==> src/rtl/nandEccPkg.sv <==
package nandEccPkg;
  localparam int HALF_BYTES = 256;
  localparam int IDX_W      = $clog2(HALF_BYTES);
  localparam int LINE_W     = 2 * IDX_W;
  localparam int COL_W      = 6;
  localparam int CNT_W      = IDX_W + 2;
  localparam int SECTOR     = 2 * HALF_BYTES;
  localparam int WORDS      = 3;

  localparam logic [7:0] MODE_CLEAR  = 8'hF4;
  localparam logic [7:0] MODE_CALC   = 8'hB4;
  localparam logic [7:0] MODE_RESULT = 8'hD4;
  localparam logic [7:0] MODE_PARK   = 8'h94;

  typedef enum logic [1:0] {ST_PARK, ST_CALC, ST_RESULT} eccState_e;

  typedef struct packed {
    logic             clearAll;
    logic             accumEn;
    logic             halfSel;
    logic [IDX_W-1:0] byteIdx;
    logic             resultOn;
    logic [1:0]       rdSel;
  } eccStrobes_t;
endpackage

==> src/rtl/nandEccCtrl.sv <==
module nandEccCtrl
  import nandEccPkg::*;
(
  input  logic        clk,
  input  logic        rstN,
  input  logic        modeWrEn,
  input  logic [7:0]  modeVal,
  input  logic        dataStrobe,
  input  logic        rdStrobe,
  output eccStrobes_t strobes
);
  localparam logic [CNT_W-1:0] CNT_FULL = CNT_W'(SECTOR);

  eccState_e        state;
  logic [CNT_W-1:0] byteCnt;
  logic             needDummy;
  logic [1:0]       rdIdx;
  logic             accumNow;
  logic             advRead;

  assign accumNow = (state == ST_CALC) && dataStrobe && !needDummy && (byteCnt != CNT_FULL);
  assign advRead  = rdStrobe && !modeWrEn && (state == ST_RESULT) && !needDummy;

  always_ff @(posedge clk) begin
    if (!rstN) begin
      state     <= ST_PARK;
      byteCnt   <= '0;
      needDummy <= 1'b0;
      rdIdx     <= '0;
    end else begin
      if (accumNow) byteCnt <= byteCnt + 1'b1;
      if (rdStrobe) needDummy <= 1'b0;
      if (advRead) rdIdx <= (rdIdx == 2'(WORDS - 1)) ? 2'd0 : rdIdx + 2'd1;
      if (modeWrEn) begin
        unique case (modeVal)
          MODE_CLEAR: begin
            state     <= ST_PARK;
            byteCnt   <= '0;
            needDummy <= 1'b1;
          end
          MODE_CALC:   state <= ST_CALC;
          MODE_RESULT: begin
            state <= ST_RESULT;
            rdIdx <= '0;
          end
          default:     state <= ST_PARK;
        endcase
      end
    end
  end

  always_comb begin
    strobes.clearAll = modeWrEn && (modeVal == MODE_CLEAR);
    strobes.accumEn  = accumNow;
    strobes.halfSel  = byteCnt[IDX_W];
    strobes.byteIdx  = byteCnt[IDX_W-1:0];
    strobes.resultOn = (state == ST_RESULT);
    strobes.rdSel    = rdIdx;
  end

  p_cnt_full_hold_r7: assert property (@(posedge clk) disable iff (!rstN)
    (byteCnt == CNT_FULL && !modeWrEn) |=> $stable(byteCnt));

  p_dummy_gate_r3: assert property (@(posedge clk) disable iff (!rstN)
    (needDummy && !modeWrEn) |=> $stable(byteCnt));

  p_read_wrap_r10: assert property (@(posedge clk) disable iff (!rstN)
    (advRead && rdIdx == 2'd2) |=> (rdIdx == 2'd0));
endmodule

==> src/rtl/nandEccDatapath.sv <==
module nandEccDatapath
  import nandEccPkg::*;
(
  input  logic        clk,
  input  logic        rstN,
  input  eccStrobes_t strobes,
  input  logic [7:0]  dataByte,
  output logic [15:0] rdData
);
  logic [1:0][LINE_W-1:0] lineReg;
  logic [1:0][COL_W-1:0]  colReg;
  logic [LINE_W-1:0]      lineFlip;
  logic [COL_W-1:0]       colFlip;
  logic                   bytePar;

  function automatic logic [7:0] colMask(input int b, input logic odd);
    logic [7:0] m;
    for (int j = 0; j < 8; j++) m[j] = (((j >> b) & 1) == int'(odd));
    return m;
  endfunction

  assign bytePar = ^dataByte;

  for (genvar k = 0; k < IDX_W; k++) begin : g_line
    assign lineFlip[2*k]   = bytePar & ~strobes.byteIdx[k];
    assign lineFlip[2*k+1] = bytePar &  strobes.byteIdx[k];
  end

  for (genvar b = 0; b < 3; b++) begin : g_col
    assign colFlip[2*b]   = ^(dataByte & colMask(b, 1'b0));
    assign colFlip[2*b+1] = ^(dataByte & colMask(b, 1'b1));
  end

  for (genvar h = 0; h < 2; h++) begin : g_half
    always_ff @(posedge clk) begin
      if (!rstN || strobes.clearAll) begin
        lineReg[h] <= '1;
        colReg[h]  <= '1;
      end else if (strobes.accumEn && (strobes.halfSel == 1'(h))) begin
        lineReg[h] <= lineReg[h] ^ lineFlip;
        colReg[h]  <= colReg[h] ^ colFlip;
      end
    end
  end

  always_comb begin
    rdData = '0;
    if (strobes.resultOn) begin
      unique case (strobes.rdSel)
        2'd0:    rdData = {lineReg[0][15:8], lineReg[0][7:0]};
        2'd1:    rdData = {lineReg[1][7:0], colReg[0], 2'b11};
        2'd2:    rdData = {colReg[1], 2'b11, lineReg[1][15:8]};
        default: rdData = '0;
      endcase
    end
  end

  p_hold_no_accum_r4: assert property (@(posedge clk) disable iff (!rstN)
    (!strobes.accumEn && !strobes.clearAll) |=> ($stable(lineReg) && $stable(colReg)));

  p_col_fixed_bits_r6: assert property (@(posedge clk) disable iff (!rstN)
    (strobes.resultOn && strobes.rdSel == 2'd1) |-> (rdData[1:0] == 2'b11));
endmodule

==> src/rtl/nandEccEngine.sv <==
module nandEccEngine
  import nandEccPkg::*;
(
  input  logic        clk,
  input  logic        rstN,
  input  logic        modeWrEn,
  input  logic [7:0]  modeVal,
  input  logic        dataStrobe,
  input  logic [7:0]  dataByte,
  input  logic        rdStrobe,
  output logic [15:0] rdData
);
  eccStrobes_t strobes;

  nandEccCtrl ctrl_i (
    .clk(clk), .rstN(rstN), .modeWrEn(modeWrEn), .modeVal(modeVal),
    .dataStrobe(dataStrobe), .rdStrobe(rdStrobe), .strobes(strobes)
  );

  nandEccDatapath dp_i (
    .clk(clk), .rstN(rstN), .strobes(strobes), .dataByte(dataByte), .rdData(rdData)
  );

  p_park_quiet_r11: assert property (@(posedge clk) disable iff (!rstN)
    (modeWrEn && modeVal == MODE_PARK) |=> (rdData == 16'h0000));
endmodule

==> config.mk <==
export PLATFORM = sky130hd
export DESIGN_NAME = nandEccEngine
export DESIGN_NICKNAME = d
export VERILOG_FILES = /design/src/rtl/nandEccPkg.sv /design/src/rtl/nandEccCtrl.sv /design/src/rtl/nandEccDatapath.sv /design/src/rtl/nandEccEngine.sv
export SDC_FILE = /design/constraint.sdc
export NUM_CORES = 1
export LEC_CHECK = 0
export BUFFER_PORTS_ARGS = -buffer_cell sky130_fd_sc_hd__buf_2
export CAP_MARGIN = 20
export CORE_MARGIN = 1.5
export CORE_UTILIZATION = 53
export DETAILED_ROUTE_END_ITERATION = 7
export PLACE_DENSITY_LB_ADDON = 0.2
export SLEW_MARGIN = 20
export SYNTH_ARGS = -nofsm -noshare
export SYNTH_HDL_FRONTEND = slang
export SYNTH_SLANG_ARGS = --single-unit
==> constraint.sdc <==
create_clock -name clk -period 2.14 [get_ports clk]
set_input_delay 0.214 -clock clk [delete_from_list [all_inputs] [get_ports clk]]
set_output_delay 0.214 -clock clk [all_outputs]
set_load 0.02 [all_outputs]
# Word level (Yosys, flattened, before mapping)
# Index checks and enable logic that the tools add are counted.
[classes]
add_sub_neg = 2
eq_ne = 8
n_bitwise = 29
reduce_logical = 21
n_mux = 13
[ops]
columns = ["op", "n"]
rows = [
  ["parity 8 bit", 7],
  ["case mux 16 bit (3 select lines)", 1],
  ["XOR 16 bit", 2],
  ["two-way mux 10 bit", 3],
  ["equality test 8 bit, second input constant", 3],
  ["bitwise AND 1 bit", 16],
  ["two-way mux 16 bit", 1],
  ["XOR 6 bit", 2],
  ["adder 10 x 1 -> 10 bit, second input constant", 1],
  ["inequality test 10 bit, second input constant", 1],
  ["logical AND 1 bit", 9],
  ["inverter 1 bit", 9],
  ["two-way mux 2 bit", 4],
  ["equality test 2 x 1 -> 1 bit, second input constant", 2],
  ["equality test 2 bit, second input constant", 2],
  ["case mux 2 bit (2 select lines)", 1],
  ["zero test 1 bit", 3],
  ["two-way mux 1 bit", 3],
  ["adder 2 x 1 -> 2 bit, second input constant", 1],
  ["zero test 2 bit", 1],
  ["logical OR 1 bit", 1],
]
[word_totals]
regBits = 59
output_inout_bits = 16
elab_cells = 81

# Logic depth before layout (Yosys ltp)
[depth]
depth_word = 7
ltp_mapped = 9
depth_no_buf = 7

# By module
# From an unflattened synthesis, not the netlist that was laid out.
[hier_totals]
cells_unflattened = 384
area_unflattened_um2 = 3363.2
[modules_own_cells]
columns = ["module", "seq_area_each_um2", "cells_each", "n_inst", "area_each_um2"]
rows = [
  ["nandEccDatapath", 880.8, 286, 1, 2462.4],
  ["nandEccCtrl", 300.3, 98, 1, 900.9],
]

# Worst setup path after synthesis
# Ideal clock, no wire load.
[synth_path]
kind = "reg2reg"
from = "register ctrl_i.byteCnt[0]"
to = "register ctrl_i.byteCnt[4]"
stages_incl_launch_ff = 10
required_ns = 2.016
period_less_slack_ns = 2.113
t_arrival_ns = 1.989
setup_slack_ns = 0.027
path_buffers = 2
setup_time_ns = 0.124
path_cell_list = "dfxtp_1 clkbuf_1 inv_1 ha_1 or4bb_1 o31a_1 clkbuf_1 nand4_1 xor2_1 nor2_1"
[synth_via]
elab_chain_len = 5
[synth_rtl]
columns = ["item", "line_no", "source"]
rows = [
  ["start, declared", "nandEccCtrl.sv:15", "logic [CNT_W-1:0] byteCnt;"],
  ["start signal, assigned", "nandEccCtrl.sv:31", "if (accumNow) byteCnt <= byteCnt + 1'b1;"],
  ["parallel branches: the longest is 2 deep, another holds adder 10 x 1 -> 10 bit", "-", ""],
  ["two-way mux 10 bit *", "nandEccCtrl.sv:31", ""],
  ["two-way mux 10 bit", "nandEccCtrl.sv:35", "unique case (modeVal)"],
  ["two-way mux 10 bit *", "nandEccCtrl.sv:34", "if (modeWrEn) begin"],
]
# Every way passes the cells marked *.
# A chain may end at the register's enable or synchronous reset.

# Worst setup path after layout
[layout_path]
from = "register ctrl_i.byteCnt[0]"
to = "register dp_i.lineReg[9] (netlist name)"
[layout_via]
elab_chain_len = 3
[layout_rtl]
columns = ["item", "line_no", "source"]
rows = [
  ["inequality test 10 bit", "nandEccCtrl.sv:21", "assign accumNow = (state == ST_CALC) && dataStrobe && !needDummy && (byteCnt != CNT_FULL);"],
  ["logical AND 1 bit", "nandEccCtrl.sv:21", ""],
  ["logical AND 1 bit", "nandEccDatapath.sv:39", "end else if (strobes.accumEn && (strobes.halfSel == 1'(h))) begin"],
  ["end signal, assigned by index", "nandEccDatapath.sv:40", "lineReg[h] <= lineReg[h] ^ lineFlip;"],
  ["end, declared", "nandEccDatapath.sv:10", "logic [1:0][LINE_W-1:0] lineReg;"],
]
# No other way between the ends.

==> results.txt <==
Overflow after GRT: 0
initial antenna violation count: 0
pin count of the biggest net entering global routing: 45
drt first pass iters: 4
Vias: 2994
Avg Cell Area, Syn: 8.48 µm²
leak pwr: 1.54 nW
outcome: complete, no violations
GR Util met1: 32.2%
vias in the first global route: 2698
io pins: 37
most common cell after layout, fill and taps aside: dfxtp_1
synthesis-stage register bit count: 59
antenna diode count: 0
mux cell area share after synthesis: 4.67%
fin nets: 440
Worst VDD drop: 394 µV
Crit Reg-Reg Startpoint: ctrl_i.byteCnt[0]
Synth Instances: 379
final design utilization: 63.9%
final setup vio count: 0
Clock Pin Slew Worst Setup and Hold Paths: 0.07 ns
Period minus WS final: 2.01 ns
Net Sw Frac: 25.7%
Synth-to-Final Area Change: 17.0%
core region area: 5890 µm²
share of cells above drive strength 1: 22.5%
GR Util met2: 40.4%
register share of total power: 40.5%
Logic pwr share: 13.0%
post-route setup slack: 0.128 ns
CP startpoint kind: flip-flop
hold_sp: rstN
pre-CTS WS: -0.112 ns
post-synth top area cell: dfxtp_1
synth top area cells: dfxtp_1 (37%), nor2_1 (6.0%), o31ai_2 (5.4%)
dpl hpwl: 5250 µm
Die X: 80.9 µm
htree depth: 3
final setup skew: 0.00937 ns
# DRC: 0
setup tns final: 0 ns
Worst-Margin Slew: 1.09 ns
pwr dens: 720 nW/µm²
cell area after synthesis: 3220 µm²
Critical Path AT: 2.28 ns
post-synth cell types: 42
Worst Hold Class: in2reg
Pwr Total: 2.71 mW
Worst setup EP type: flip-flop
simple-gate share of the synthesized area: 26.8%
CP Max Fanout: 24
complex-gate fraction of the synthesized area: 18.3%
worst-case clock buffer depth: 2
Initial DRC Count: 167
most frequent cells in the layout: dfxtp_1 (59), nor2_1 (51), buf_2 (36)
critical path type: reg2reg
final hold violations: 0
DP Area: 3520 µm²
drt wl/cell: 15.9 µm
xor and xnor area share after synthesis: 6.81%
Rows: 28
Skew-Pair Late Insertion Delay: 0.34 ns
Reg area: 1180 µm²
cell-internal power: 2.01 mW
largest family of logic cells by synthesized area: simple AND/OR/NAND/NOR gates
design area: 3760 µm²
antenna-violating nets left: 0
I/O Buffers: 36
vias per inst: 6.02
Synth Area in Adders: 0.778%
Synth Flop Type: dfxtp_1
sw power: 695 µW
Max-slew headroom: 26.8%
GP Congestion: 0.812
Yosys Warn Count: 0
area of the multi-input gates: 1860 µm²
GRT Resource Usage Total: 25.1%
Initial Utilization: 54.6%
Synth top area share: 36.7%
register area share after synthesis: 36.7%
Final Cycle Share: 94.0%
chip height: 80.9 µm
setup repair bufs after CTS: 0
final wirelength: 7900 µm
unrepaired setup endpoints after global routing: false
die area: 6540 µm²
met3 Use GR: 5.51%
max_cap viols: 0
WP data required: 2.40 ns
CTS buffer count: 9
Final Max Slew Viols: 0
global-route wire length before repair: 12500 µm
clock share of power: 46.4%
crit path launch: ctrl_i.byteCnt[0]
Synth async-reset ratio: 0%
gr busiest metal: met2
Max Freq: 497 MHz
Sink Count: 59
fillcell total: 535
Mapped Nets: 402
TritonCTS clock tree: built
number of synthesized flops with an enable pin: 0
CTS Root Cell: clkbuf_8
[flip-flops by register name (all words and copies together), names as in the netlist]
register          count
dp_i.lineReg         32
dp_i.colReg          12
ctrl_i.byteCnt       10
ctrl_i.rdIdx          2
ctrl_i.state          2
ctrl_i.needDummy      1
[cell usage after synthesis (3+ instances only)]
| cell | n |
|---|---|
| a21oi_1 | 25 |
| a31oi_1 | 14 |
| and2_1 | 3 |
| and3_1 | 11 |
| and4_1 | 16 |
| buf_1 | 4 |
| buf_2 | 7 |
| clkbuf_1 | 20 |
| dfxtp_1 | 59 |
| inv_1 | 6 |
| mux2i_1 | 15 |
| nand2_1 | 7 |
| nand3_1 | 14 |
| nand3b_1 | 12 |
| nand4_1 | 3 |
| nor2_1 | 51 |
| nor4_1 | 11 |
| o21ai_0 | 12 |
| o21ai_1 | 14 |
| o31ai_1 | 3 |
| o31ai_2 | 14 |
| or4_1 | 7 |
| xnor2_1 | 16 |
| xor2_1 | 9 |
[cells by family after synthesis]
group | Yosys count
AOI/OAI and AO/OA | 88
xor gates and xnor gates | 25
adders and majority gates | 2
buffers and inverters | 40
DFF | 59
muxes | 15
and+or+nand+nor | 150
[worst paths after layout]
path                       to  slack [ns]  cells past startpoint
min           ctrl_i.state[1]        0.13                      2
max           dp_i.lineReg[9]        0.13                      6
max reg2reg   dp_i.lineReg[9]        0.13                      6
min reg2reg  ctrl_i.needDummy        0.49                      2
[worst max-delay path: stages, from the launching register on]
cell     delay, ns
dfxtp_1       0.31
inv_1         0.11
ha_1          0.15
or4bb_1       0.53
o211a_2       0.45
and4_1        0.27
o21ai_1       0.13
[power groups by stage]
stage          clock (mW)  sequential, mW  combinational [mW]
5_1_grt              1.32            1.10               0.378
3_3_place_gp            0            1.12               0.333
2_1_floorplan           0            1.12               0.269
4_1_cts              1.26            1.10               0.348
6_report             1.26            1.10               0.352
3_5_place_dp            0            1.12               0.345
[per-stage QoR]
stage	instances	hold WS (ns)
after floorplan	379	0.332
after global placement	481	0.476
after detailed placement	481	0.477
after CTS	497	0.122
after global routing	497	0.135
final	497	0.132
[repair_timing]
item,CTS,global route
hold buffers,0,0
gates resized for setup,2,0
endpoints found under the setup margin,13,0
[layer usage]
| metal | up-vias | part of all wire [%] | routed length (µm) |
|---|---|---|---|
| met1 | 1459 | 47 | 3730 |
| li1 | 1463 | - | - |
| met2 | 63 | 47 | 3700 |
| met5 | - | 0 | 0 |
| met3 | 9 | 4.1 | 325 |
| met4 | 0 | 1.7 | 136 |
[layout make-up]
cell class / count / area share [%]
clock buffer: 11 / 3.76
clock inverter: 5 / 2.66
inverter: 6 / 0.599
multi-input combinational: 280 / 49.3
sequential: 59 / 31.4
tap: 75 / 2.49
timing repair buffer: 61 / 9.78
Power figures use the tool's default switching activity.
